$ cat src/rtl/psq_pkg.sv
package psq_pkg;

    typedef enum logic {
        ST_IDLE = 1'b0,
        ST_RUN  = 1'b1
    } run_state_e;

    // number of points (and of lines) of a projective plane of the given order
    function automatic int unsigned plane_points(input int unsigned ord);
        return ord * ord + ord + 1;
    endfunction

    // number of points on one line
    function automatic int unsigned line_points(input int unsigned ord);
        return ord + 1;
    endfunction

    // bits needed to hold an index below n
    function automatic int unsigned idx_bits(input int unsigned n);
        return (n <= 2) ? 1 : $clog2(n);
    endfunction

endpackage

$ cat src/rtl/psq_mod_add.sv
module psq_mod_add #(
    parameter int unsigned N  = 7,
    parameter int unsigned IW = 3
) (
    input  logic [IW-1:0] a,
    input  logic [IW-1:0] b,
    output logic [IW-1:0] sum
);
    localparam logic [IW:0] MODV = (IW+1)'(N);

    logic [IW:0] raw;

    always_comb begin
        raw = {1'b0, a} + {1'b0, b};
        if (raw >= MODV) raw = raw - MODV;
        sum = raw[IW-1:0];
    end
endmodule

$ cat src/rtl/psq_pair_walk.sv
module psq_pair_walk #(
    parameter int unsigned K  = 3,
    parameter int unsigned KW = 2
) (
    input  logic          clk,
    input  logic          rst,
    input  logic          load,
    input  logic          step,
    output logic [KW-1:0] idx_i,
    output logic [KW-1:0] idx_j,
    output logic          last_pair
);
    localparam logic [KW:0]   KLIM  = (KW+1)'(K);
    localparam logic [KW-1:0] LAST_I = KW'(K - 1);
    localparam logic [KW-1:0] LAST_J = KW'(K - 2);

    logic [KW-1:0] nxt_i, nxt_j;
    logic [KW:0]   cand;

    always_comb begin
        cand = {1'b0, idx_j} + 1'b1;
        if (cand == {1'b0, idx_i}) cand = cand + 1'b1;
        if (cand >= KLIM) begin
            nxt_i = idx_i + 1'b1;
            nxt_j = '0;
        end else begin
            nxt_i = idx_i;
            nxt_j = cand[KW-1:0];
        end
    end

    always_ff @(posedge clk) begin
        if (rst) begin
            idx_i <= '0;
            idx_j <= KW'(1);
        end else if (load) begin
            idx_i <= '0;
            idx_j <= KW'(1);
        end else if (step) begin
            idx_i <= nxt_i;
            idx_j <= nxt_j;
        end
    end

    assign last_pair = (idx_i == LAST_I) && (idx_j == LAST_J);
endmodule

$ cat src/rtl/psq_shift_count.sv
module psq_shift_count #(
    parameter int unsigned N  = 7,
    parameter int unsigned IW = 3
) (
    input  logic          clk,
    input  logic          rst,
    input  logic          load,
    input  logic          step,
    output logic [IW-1:0] k,
    output logic          at_first,
    output logic          at_last
);
    localparam logic [IW-1:0] KMAX = IW'(N - 1);

    always_ff @(posedge clk) begin
        if (rst || load) begin
            k <= '0;
        end else if (step) begin
            k <= (k == KMAX) ? '0 : k + 1'b1;
        end
    end

    assign at_first = (k == '0);
    assign at_last  = (k == KMAX);
endmodule

$ cat src/rtl/perfect_sched_seq.sv
module perfect_sched_seq
    import psq_pkg::*;
#(
    parameter int unsigned ORDER = 2,
    parameter int unsigned DSET [ORDER+1] = '{0, 1, 3},
    localparam int unsigned N  = plane_points(ORDER),
    localparam int unsigned IW = idx_bits(N)
) (
    input  logic          clk,
    input  logic          rst,
    input  logic          start,
    input  logic [IW-1:0] seed_line,
    input  logic          out_ready,
    output logic          out_valid,
    output logic [IW-1:0] pa,
    output logic [IW-1:0] pb,
    output logic [IW-1:0] line_id,
    output logic          first_of_pattern,
    output logic          last_of_pattern,
    output logic          last_of_sequence,
    output logic          busy
);
    localparam int unsigned K     = line_points(ORDER);
    localparam int unsigned KW    = idx_bits(K);
    localparam int unsigned LANES = 3;

    typedef struct packed {
        logic [IW-1:0] a;
        logic [IW-1:0] b;
        logic [IW-1:0] l;
    } triple_t;

    run_state_e    state_q;
    logic [IW-1:0] seed_q;
    logic [KW-1:0] idx_i, idx_j;
    logic          last_pair;
    logic [IW-1:0] k;
    logic          k_first, k_last;
    logic          accept, fire, seq_end;

    logic [IW-1:0] dtab      [K];
    logic [IW-1:0] pick      [2];
    logic [IW-1:0] lane_base [LANES];
    logic [IW-1:0] lane_out  [LANES];
    triple_t       cur;

    // difference-set table, reduced modulo n
    for (genvar g = 0; g < K; g++) begin : g_dtab
        assign dtab[g] = IW'(DSET[g] % N);
    end

    assign accept  = (state_q == ST_IDLE) && start;
    assign fire    = (state_q == ST_RUN) && out_ready;
    assign seq_end = fire && k_last && last_pair;

    always_ff @(posedge clk) begin
        if (rst) begin
            state_q <= ST_IDLE;
            seed_q  <= '0;
        end else begin
            if (accept) begin
                state_q <= ST_RUN;
                seed_q  <= seed_line;
            end else if (seq_end) begin
                state_q <= ST_IDLE;
            end
        end
    end

    psq_pair_walk #(.K(K), .KW(KW)) u_pairs (
        .clk       (clk),
        .rst       (rst),
        .load      (accept),
        .step      (fire && k_last),
        .idx_i     (idx_i),
        .idx_j     (idx_j),
        .last_pair (last_pair)
    );

    psq_shift_count #(.N(N), .IW(IW)) u_shift (
        .clk      (clk),
        .rst      (rst),
        .load     (accept),
        .step     (fire),
        .k        (k),
        .at_first (k_first),
        .at_last  (k_last)
    );

    // seed pair on the seed line: difference-set element plus line offset
    assign pick[0] = dtab[idx_i];
    assign pick[1] = dtab[idx_j];

    for (genvar s = 0; s < 2; s++) begin : g_seed
        psq_mod_add #(.N(N), .IW(IW)) u_seed_add (
            .a   (pick[s]),
            .b   (seed_q),
            .sum (lane_base[s])
        );
    end
    assign lane_base[2] = seed_q;

    // cyclic shift of every lane by k
    for (genvar ln = 0; ln < LANES; ln++) begin : g_lane
        psq_mod_add #(.N(N), .IW(IW)) u_shift_add (
            .a   (lane_base[ln]),
            .b   (k),
            .sum (lane_out[ln])
        );
    end

    assign cur = '{a: lane_out[0], b: lane_out[1], l: lane_out[2]};

    assign out_valid        = (state_q == ST_RUN);
    assign busy             = (state_q == ST_RUN);
    assign pa               = cur.a;
    assign pb               = cur.b;
    assign line_id          = cur.l;
    assign first_of_pattern = out_valid && k_first;
    assign last_of_pattern  = out_valid && k_last;
    assign last_of_sequence = out_valid && k_last && last_pair;
endmodule

$ cat config.mk
export PLATFORM = sky130hd
export DESIGN_NAME = perfect_sched_seq
export DESIGN_NICKNAME = d
export VERILOG_FILES = /design/src/rtl/psq_pkg.sv /design/src/rtl/psq_mod_add.sv /design/src/rtl/psq_pair_walk.sv /design/src/rtl/psq_shift_count.sv /design/src/rtl/perfect_sched_seq.sv
export SDC_FILE = /design/constraint.sdc
export NUM_CORES = 1
export LEC_CHECK = 0
export BUFFER_PORTS_ARGS = -buffer_cell sky130_fd_sc_hd__buf_2
export CORE_MARGIN = 2
export CORE_UTILIZATION = 40
export DETAILED_ROUTE_END_ITERATION = 16
export GPL_TIMING_DRIVEN = 0
export PLACE_DENSITY = 0.58
export SYNTH_ARGS = -nofsm -noshare
export SYNTH_HDL_FRONTEND = slang
export SYNTH_HIERARCHICAL = 1
export SYNTH_SLANG_ARGS = --single-unit
$ cat constraint.sdc
create_clock -name clk -period 7.5 [get_ports clk]
set_input_delay 0.75 -clock clk [delete_from_list [all_inputs] [get_ports clk]]
set_output_delay 0.75 -clock clk [all_outputs]
set_load 0.02 [all_outputs]
==> impl_metrics.env, run 1 <==
export IMPL_status="completed"
export IMPL_p_int_mw=0.1314
export IMPL_post_cts_buffers=0
export IMPL_r2r_cells=6
export IMPL_ys_seq_area_share_pct=13.78
export IMPL_core_rowCount=22
export IMPL_hold_path_depth=2
export IMPL_io_buffers=20
export IMPL_ys_warn_count=6
export IMPL_hp_class="flip-flop to flip-flop"
export IMPL_gp_congestion=0.7442
export IMPL_hold_end="seed_q[0]$_SDFFE_PP0P_"
export IMPL_worstPathRequired_ns=6.75
export IMPL_vias_per_cell=5.312
export IMPL_p_leak_nw=0.8862
export IMPL_critPathLaunchType="flip-flop"
export IMPL_critPathMaxFanout=7
export IMPL_hp_start="seed_q[0]$_SDFFE_PP0P_"
export IMPL_p_clk_share_pct=28.9
export IMPL_path_class="flip-flop to primary output"
export IMPL_final_cell_mix="inv_1, ha_1, buf_2, dfxtp_1"
export IMPL_route_antenna_remaining_nets=0
export IMPL_r2r_start="u_pairs/idx_j[0]$_SDFFE_PP1P_"
export IMPL_synth_top_area_cell="ha_1"
export IMPL_sequentialPowerShare_pct=31.3
export IMPL_clock_tree_root_cell="clkbuf_8"
export IMPL_cts_resized=0
export IMPL_power_switching_mw=0.07203
export IMPL_skew_ns=0.005862
export IMPL_routed_wl_um=3229
export IMPL_finalInstanceArea_mm2=0.001807
export IMPL_cts_sinks=11
export IMPL_period_needed_ns=5.138
export IMPL_path_cells="inv_1 -> ha_1 -> inv_1 -> ha_1 -> inv_1 -> fa_1 -> inv_1 -> ha_1 -> a221oi_2 -> xnor2_1 -> ha_1 -> inv_1 -> fa_1 -> inv_1 -> ha_1 -> a221oi_2 -> mux2_1 -> buf_2"
export IMPL_cpMaxStageDelayCell="fa_1"
export IMPL_cp_data_arrival_time_ns=4.39
export IMPL_drt_pass1_iterations=4
export IMPL_nFillCells=388
export IMPL_vias=1344
export IMPL_die_height_um=67.20
export IMPL_worst_hold_slack_ns=0.5143
export IMPL_layout_drive_gt1_share_pct=20.00
export IMPL_ios=21
export IMPL_p_comb_share_pct=39.8
export IMPL_grt_usage_pct=17.13
export IMPL_swShare_pct=35.40
export IMPL_initial_utilization_pct=42.68
export IMPL_tritoncts="done"
export IMPL_max_freq_ghz=0.1946
export IMPL_synth_distinct_cells=43
export IMPL_numCtsBuffers=3
export IMPL_p_per_area_mw_per_mm2=112.6
export IMPL_final_hold_viol_count=0
export IMPL_synth_avg_cell_area_um2=8.877
export IMPL_syn_area_mm2=0.001598
export IMPL_drc=0
export IMPL_layout_commonest_cell="inv_1"
export IMPL_grt_max_degree=14
export IMPL_synth_edf_count=0
export IMPL_cp_end_kind="primary output"
export IMPL_drt_initial_drc_count=35
export IMPL_maxCapViolCount=0
export IMPL_clk_latency_ns=0.24
export IMPL_grt_pass1_wl_um=6168
export IMPL_synth_top_area_share_pct=20.36
export IMPL_final_nets=244
export IMPL_synth_area_leaders="ha_1, dfxtp_1, inv_1"
export IMPL_cts_path_max_buffers=2
export IMPL_synth_flop_cell="dfxtp_1"
export IMPL_worst_path_most_repeated_cell="inv_1"
export IMPL_ir_drop_mv=0.08588
export IMPL_async_reset_ff_share_pct=0
export IMPL_setup_violations=0
export IMPL_antenna_cells=0
export IMPL_wl_per_cell_um=12.76
export IMPL_antenna_found_initial=0
export IMPL_grt_ovfl_total=0
export IMPL_place_area_mm2=0.001762
export IMPL_r2r_end="u_pairs/idx_i[0]$_SDFFE_PP0P_"
export IMPL_area_growth_pct=13.08
export IMPL_die_w_um=67.20
export IMPL_coreArea_mm2=0.003744
export IMPL_hold_buffers=0
export IMPL_p_total_mw=0.2035
export IMPL_worst_path_largest_cell_delay_ns=0.48
export IMPL_fin_setup_tns_ns=0
export IMPL_dp_hpwl_um=2665
export IMPL_cts_htree_levels=1
export IMPL_first_global_vias=1428
export IMPL_drv_slew=0
export IMPL_synth_seq_cells=11
export IMPL_rrSetupSlack_ns=5.60
export IMPL_finalCritPeriodShare_pct=68.51
export IMPL_rsz0062_at_grt="no"
export IMPL_synthCells=180
export IMPL_die_area_mm2=0.004516
export IMPL_clk_pin_slew_worst_paths_ns=0.05
## worst max path at each step
stage                                        from    end  slack [ns]
finish              u_pairs/idx_i[0]$_SDFFE_PP0P_  pa[1]        2.36
CTS                 u_pairs/idx_i[0]$_SDFFE_PP0P_  pa[1]        2.33
global route        u_pairs/idx_i[0]$_SDFFE_PP0P_  pa[1]        2.01
detailed placement  u_pairs/idx_i[0]$_SDFFE_PP0P_  pa[1]        2.61
floorplan           u_pairs/idx_j[0]$_SDFFE_PP1P_  pb[1]        2.95
global placement    u_pairs/idx_j[0]$_SDFFE_PP1P_  pb[1]        2.70
## Yosys cell counts, drive strengths merged (2+ instances only)
| library cell | number |
|---|---|
| a21oi | 9 |
| and3 | 3 |
| dfxtp | 11 |
| nor2 | 5 |
| a211oi | 7 |
| nand2b | 6 |
| nand4bb | 4 |
| nor4 | 2 |
| nand2 | 4 |
| xnor2 | 10 |
| mux2i | 2 |
| fa | 5 |
| inv | 33 |
| and2 | 4 |
| a221oi | 5 |
| a21o | 10 |
| ha | 26 |
| nand3 | 5 |
| a31oi | 2 |
| o21ai | 4 |
| mux2 | 5 |
## flip-flops by register name (all words and copies together), names as in the netlist
| register | flops |
|---|---|
| seed_q | 3 |
| u_pairs/idx_i | 2 |
| busy | 1 |
| u_pairs/idx_j | 2 |
| u_shift/k | 3 |
## final cells by class
cell class	instances	area [µm²]	area share, %
buffer	1	7.507	0.4155
multi-input combinational	136	1250	69.18
sequential	11	220.2	12.19
clock buffer	4	45.04	2.493
timing repair buffer	20	100.1	5.540
tap	48	60.06	3.324
inverter	33	123.9	6.856
## through the flow
stage | instances | utilization [%] | setup slack [ns]
2_1_floorplan | 181 | - | 2.953
3_3_place_gp | 249 | 47.06 | 2.703
3_5_place_dp | 249 | 47.06 | 2.606
4_1_cts | 253 | 48.26 | 2.333
5_1_grt | 253 | 48.26 | 2.011
6_report | 253 | 48.26 | 2.362
## layer usage
metal / track usage (%) / vias up / wire length, µm
met4: 3.571 / 0 / 0
li1: - / 683 / -
met1: 21.02 / 639 / 1508
met3: 0.6667 / 0 / 77
met2: 32.92 / 22 / 1643
met5: 0 / - / 0
## logic make-up after synthesis
| logic type | share of synthesized area (%) |
|---|---|
| flip-flops | 13.78 |
| XOR/XNOR | 6.030 |
| adder cells (fa/ha/maj) | 26.63 |
| AND/OR/NAND/NOR | 17.78 |
| buffers and inverters | 8.223 |
| multiplexers | 4.777 |
| other | 0.2347 |
| AO/OA/AOI/OAI | 22.55 |
## power groups by stage
stage / Clock (mW) / Sequential (mW) / Combinational [mW]
final: 0.0588 / 0.0636 / 0.0810
after global routing: 0.0633 / 0.0642 / 0.0920
after CTS: 0.0601 / 0.0636 / 0.0821
after detailed placement: 0 / 0.0648 / 0.0817
after global placement: 0 / 0.0646 / 0.0781
after floorplan: 0 / 0.0641 / 0.0605
## worst max-delay path, delay by kind of cell (launching register included)
family                   cells  cell delay (ns)
adder cells (fa/ha/maj)      7             2.03
AO/OA/AOI/OAI                2             0.62
buffers and inverters        7             0.53
flip-flops                   1             0.44
multiplexers                 1             0.35
XOR/XNOR                     1             0.18
Power figures use the tool's default switching activity.
==> run 2: changes to the inputs <==
--- a/config.mk
+++ b/config.mk
@@ -10,7 +10,7 @@
 export CORE_UTILIZATION = 40
 export DETAILED_ROUTE_END_ITERATION = 16
 export GPL_TIMING_DRIVEN = 0
-export PLACE_DENSITY = 0.58
+export PLACE_DENSITY = 0.6
 export SYNTH_ARGS = -nofsm -noshare
 export SYNTH_HDL_FRONTEND = slang
 export SYNTH_HIERARCHICAL = 1
==> constraint.sdc (replaced) <==
create_clock -name clk -period 4.3 [get_ports clk]
set_input_delay 0.43 -clock clk [delete_from_list [all_inputs] [get_ports clk]]
set_output_delay 0.43 -clock clk [all_outputs]
set_load 0.02 [all_outputs]
==> impl_metrics.env, run 2 (synthesis gave the netlist of run 1 again) <==
export IMPL_swShare_pct=34.60
export IMPL_clk_pin_slew_worst_paths_ns=0.05
export IMPL_period_needed_ns=4.385
export IMPL_layout_commonest_cell="buf_4"
export IMPL_coreArea_mm2=0.003744
export IMPL_max_freq_ghz=0.2281
export IMPL_cpMaxStageDelayCell="fa_1"
export IMPL_initial_utilization_pct=42.68
export IMPL_p_total_mw=0.4341
export IMPL_ir_drop_mv=0.2061
export IMPL_skew_ns=0.002197
export IMPL_die_area_mm2=0.004516
export IMPL_path_class="flip-flop to primary output"
export IMPL_clock_tree_root_cell="clkbuf_8"
export IMPL_route_antenna_remaining_nets=0
export IMPL_die_height_um=67.20
export IMPL_cts_htree_levels=1
export IMPL_hold_buffers=0
export IMPL_pre_cts_ws_ns=-0.2892
export IMPL_antenna_cells=0
export IMPL_p_per_area_mw_per_mm2=192.4
export IMPL_vias=1484
export IMPL_tritoncts="done"
export IMPL_cp_top_family="adder cells"
export IMPL_antenna_found_initial=0
export IMPL_setup_violations=4
export IMPL_numCtsBuffers=3
export IMPL_first_global_vias=1565
export IMPL_p_leak_nw=1.051
export IMPL_critPathMaxFanout=2
export IMPL_hp_class="primary input to flip-flop"
export IMPL_finalCritPeriodShare_pct=102.0
export IMPL_ios=21
export IMPL_final_cell_mix="buf_4, inv_1, ha_1, buf_2, inv_2"
export IMPL_path_buf_inv=8
export IMPL_p_comb_share_pct=51.9
export IMPL_critPathLaunchType="flip-flop"
export IMPL_status="finished with violations"
export IMPL_layout_drive_gt1_share_pct=45.45
export IMPL_grt_max_degree=14
export IMPL_core_rowCount=22
export IMPL_worstPathRequired_ns=3.87
export IMPL_setup_ws_ns=-0.08492
export IMPL_vias_per_cell=5.319
export IMPL_routed_wl_um=3801
export IMPL_die_w_um=67.20
export IMPL_sequentialPowerShare_pct=25.1
export IMPL_dp_hpwl_um=2573
export IMPL_power_switching_mw=0.1502
export IMPL_final_hold_viol_count=0
export IMPL_cp_data_arrival_time_ns=3.95
export IMPL_place_area_mm2=0.001762
export IMPL_finalInstanceArea_mm2=0.002256
export IMPL_wl_per_cell_um=13.62
export IMPL_drt_pass1_iterations=6
export IMPL_io_buffers=20
export IMPL_reg_top3="seed_q (3), u_shift/k (3)"
export IMPL_grt_ovfl_total=0
export IMPL_worst_path_largest_cell_delay_ns=0.54
export IMPL_cts_path_max_buffers=2
export IMPL_drt_initial_drc_count=43
export IMPL_maxCapViolCount=0
export IMPL_rsz0062_at_grt="yes"
export IMPL_grt_usage_pct=18.13
export IMPL_p_clk_share_pct=22.9
export IMPL_path_cells="inv_4 -> ha_4 -> inv_4 -> ha_4 -> inv_2 -> fa_1 -> inv_2 -> ha_4 -> a221oi_4 -> buf_4 -> mux2_4 -> inv_2 -> fa_1 -> inv_2 -> ha_4 -> a221oi_4 -> mux2_4 -> buf_6"
export IMPL_drc=0
export IMPL_area_growth_pct=41.19
export IMPL_violations="negative setup slack"
export IMPL_clk_latency_ns=0.23
export IMPL_cts_sinks=11
export IMPL_drv_slew=0
export IMPL_gp_congestion=0.6991
export IMPL_final_nets=270
export IMPL_cp_end_kind="primary output"
export IMPL_grt_pass1_wl_um=6423
export IMPL_p_int_mw=0.2839
[run 2: metal layers]
| metal | global-route usage [%] | up-vias | wire (µm) |
|---|---|---|---|
| met5 | 0 | - | 0 |
| met4 | 5.867 | 0 | 49 |
| met3 | 1.833 | 6 | 66 |
| met2 | 35.02 | 20 | 1977 |
| met1 | 20.55 | 717 | 1708 |
| li1 | - | 741 | - |
[run 2: metrics by stage]
step	setup TNS, ns	utilization, %	instances	hold WS (ns)
final	-0.1810	60.26	279	0.4355
after global routing	-0.7371	60.26	279	0.4393
after CTS	-0.2385	56.92	276	0.4340
after detailed placement	-0.7539	47.06	249	0.5311
after global placement	-0.3160	47.06	249	0.5255
after floorplan	0	-	181	0.4783
[run 2: power groups by stage]
stage	sequential [mW]	clock, mW	combinational, mW
6_report	0.109	0.0996	0.225
5_1_grt	0.110	0.110	0.243
4_1_cts	0.109	0.103	0.200
3_5_place_dp	0.113	0	0.142
3_3_place_gp	0.113	0	0.136
2_1_floorplan	0.112	0	0.106
[run 2: final cells by class]
type                    count  area [µm²]
fillers                   333        1488
multi-input cells         136        1455
repair buffers             46       321.6
flip-flops and latches     11       235.2
inverters                  33       131.4
well taps                  48       60.06
clock buffers               4       45.04
plain buffers               1       7.507
[run 2: timing repair]
item,CTS,global route
buffers inserted,23,3
setup endpoints to repair,6,6
pin swaps,13,14
gates resized for setup,48,19
endpoints found under the hold margin,0,0
[run 2: worst paths after layout]
kind	from	to	slack [ns]	cells after the start
worst max register to register	u_pairs/idx_j[0]$_SDFFE_PP1P_	u_pairs/idx_i[1]$_SDFFE_PP0P_	2.41	7
worst max-delay path	u_pairs/idx_j[0]$_SDFFE_PP1P_	pb[1]	-0.08	18
worst min register to register	seed_q[2]$_SDFFE_PP0P_	seed_q[2]$_SDFFE_PP0P_	0.54	2
worst min-delay path	out_ready	busy$_SDFFE_PP0P_	0.44	2
[run 2: worst register-to-register path, cell delays in order, from the launching register on]
cell and delay, ns:
dfxtp_4 0.36, buf_4 0.13, inv_1 0.10, ha_1 0.41, and2b_1 0.24, o31ai_4 0.29
a21boi_2 0.12, mux2i_1 0.13
==> run 3: changes to the inputs <==
--- a/config.mk
+++ b/config.mk
@@ -6,11 +6,13 @@
 export NUM_CORES = 1
 export LEC_CHECK = 0
 export BUFFER_PORTS_ARGS = -buffer_cell sky130_fd_sc_hd__buf_2
+export CELL_PAD_IN_SITES_DETAIL_PLACEMENT = 1
+export CELL_PAD_IN_SITES_GLOBAL_PLACEMENT = 2
 export CORE_MARGIN = 2
-export CORE_UTILIZATION = 40
+export CORE_UTILIZATION = 32
 export DETAILED_ROUTE_END_ITERATION = 16
 export GPL_TIMING_DRIVEN = 0
-export PLACE_DENSITY = 0.6
+export PLACE_DENSITY = 0.83
 export SYNTH_ARGS = -nofsm -noshare
 export SYNTH_HDL_FRONTEND = slang
 export SYNTH_HIERARCHICAL = 1
==> impl_metrics.env, run 3 (synthesis gave the netlist of run 1 again) <==
export IMPL_rsz0062_at_grt="yes"
export IMPL_power_switching_mw=0.1564
export IMPL_area_growth_pct=40.33
export IMPL_die_height_um=74.66
export IMPL_ir_drop_mv=0.1535
export IMPL_final_cell_mix="buf_4, inv_1, ha_1, buf_2, a21o_1"
export IMPL_grt_max_degree=14
export IMPL_vias=1452
export IMPL_p_comb_share_pct=51.7
export IMPL_grt_usage_pct=16.24
export IMPL_die_area_mm2=0.005574
export IMPL_sequentialPowerShare_pct=24.8
export IMPL_grt_ovfl_total=0
export IMPL_hp_start="out_ready"
export IMPL_io_buffers=20
export IMPL_maxCapViolCount=0
export IMPL_cp_data_arrival_time_ns=3.96
export IMPL_reg_top3="seed_q (3), u_shift/k (3)"
export IMPL_cp_top_family="adder cells"
export IMPL_tritoncts="done"
export IMPL_clk_latency_ns=0.24
export IMPL_path_class="flip-flop to primary output"
export IMPL_finalCritPeriodShare_pct=102.0
export IMPL_cts_htree_levels=1
export IMPL_path_buf_inv=7
export IMPL_swShare_pct=35.42
export IMPL_grt_pass1_wl_um=7079
export IMPL_cts_sinks=11
export IMPL_p_int_mw=0.2853
export IMPL_coreArea_mm2=0.004755
export IMPL_setup_ws_ns=-0.08648
export IMPL_skew_ns=0.001114
export IMPL_r2r_cells=7
export IMPL_layout_commonest_cell="buf_4"
export IMPL_clk_pin_slew_worst_paths_ns=0.05
export IMPL_routed_wl_um=4153
export IMPL_final_hold_viol_count=0
export IMPL_core_rowCount=25
export IMPL_period_needed_ns=4.386
export IMPL_hold_path_depth=2
export IMPL_initial_utilization_pct=33.61
export IMPL_gp_congestion=0.7792
export IMPL_fin_setup_tns_ns=-0.2123
export IMPL_numCtsBuffers=3
export IMPL_first_global_vias=1557
export IMPL_die_w_um=74.66
export IMPL_cts_path_max_buffers=2
export IMPL_r2r_start="u_pairs/idx_j[0]$_SDFFE_PP1P_"
export IMPL_violations="negative setup slack"
export IMPL_drc=0
export IMPL_p_clk_share_pct=23.5
export IMPL_vias_per_cell=4.939
export IMPL_cp_end_kind="primary output"
export IMPL_setup_violations=4
export IMPL_cp_depth=18
export IMPL_layout_drive_gt1_share_pct=43.61
export IMPL_critPathMaxFanout=3
export IMPL_dp_hpwl_um=2771
export IMPL_antenna_found_initial=0
export IMPL_drv_slew=0
export IMPL_hold_buffers=0
export IMPL_worstPathRequired_ns=3.87
export IMPL_clock_tree_root_cell="clkbuf_8"
export IMPL_route_antenna_remaining_nets=0
export IMPL_status="finished with violations"
export IMPL_wl_per_cell_um=14.13
export IMPL_pre_cts_ws_ns=-0.3014
export IMPL_worst_path_largest_cell_delay_ns=0.49
export IMPL_cpMaxStageDelayCell="fa_1"
export IMPL_rrSetupSlack_ns=2.40
export IMPL_max_freq_ghz=0.2280
export IMPL_p_leak_nw=1.022
export IMPL_hp_class="primary input to flip-flop"
export IMPL_ios=21
export IMPL_drt_initial_drc_count=27
export IMPL_crit_start="u_pairs/idx_i[0]$_SDFFE_PP0P_"
export IMPL_path_cells="inv_4 -> ha_4 -> inv_4 -> ha_4 -> inv_2 -> fa_1 -> inv_2 -> ha_4 -> a221oi_4 -> xnor2_1 -> ha_2 -> inv_2 -> fa_1 -> inv_2 -> ha_4 -> a221oi_4 -> mux2_4 -> buf_6"
export IMPL_final_nets=266
export IMPL_p_per_area_mw_per_mm2=197.0
export IMPL_critPathLaunchType="flip-flop"
export IMPL_nFillCells=558
export IMPL_antenna_cells=0
export IMPL_drt_pass1_iterations=4
export IMPL_worst_hold_slack_ns=0.4277
## run 3: changes by cell type in the layout (fill, tap and decap cells not counted)
cell / previous run / this run
a211oi_2: 3 / 2
inv_2: 11 / 9
buf_4: 30 / 25
inv_4: 3 / 5
xnor2_2: 4 / 3
xnor2_1: 6 / 7
mux2_4: 4 / 3
a211oi_1: 4 / 5
mux2_2: 0 / 1
buf_6: 3 / 4
## run 3: cell type report
type                       count  area [µm²]  area share, %
inverter                      33       136.4          6.083
sequential                    11       235.2          10.49
tap                           67       83.83          3.739
buffer                         1       7.507         0.3348
multi-input combinational    136        1439          64.17
clock buffer                   4       45.04          2.009
timing repair buffer          42       295.3          13.17
## run 3: through the flow
stage	util, %	instances	cell area [µm²]	total power, mW
after detailed placement	37.55	268	1785	0.2564
final	47.16	294	2242	0.4417
after global routing	47.16	294	2242	0.4743
after global placement	37.55	268	1785	0.2524
after CTS	44.82	288	2131	0.4100
after floorplan	-	181	1602	0.2174
## run 3: worst paths after layout
path                                   endpoint
setup reg to reg  u_pairs/idx_j[0]$_SDFFE_PP1P_
hold reg to reg          seed_q[2]$_SDFFE_PP0P_
setup / recovery                          pa[1]
hold / removal                busy$_SDFFE_PP0P_
## run 3: per-layer routing
metal	track usage, %	share of wire, %	vias to the layer above
li1	-	-	731
met1	20.64	46	696
met2	30.09	52	23
met3	1.339	1.8	2
met4	3.175	0.51	0
met5	0	0	-
## run 3: power groups by stage
stage | Combinational, mW | Clock [mW] | Sequential [mW]
2_1_floorplan | 0.106 | 0 | 0.112
3_3_place_gp | 0.139 | 0 | 0.114
3_5_place_dp | 0.143 | 0 | 0.114
4_1_cts | 0.194 | 0.107 | 0.109
5_1_grt | 0.248 | 0.116 | 0.110
6_report | 0.228 | 0.104 | 0.109
## run 3: what timing repair did
| action | CTS | global route |
|---|---|---|
| endpoints found under the setup margin | 6 | 6 |
| pin swaps | 16 | 17 |
| hold endpoints to repair | 0 | 0 |
| buffers inserted | 16 | 8 |
| resized for setup | 47 | 19 |
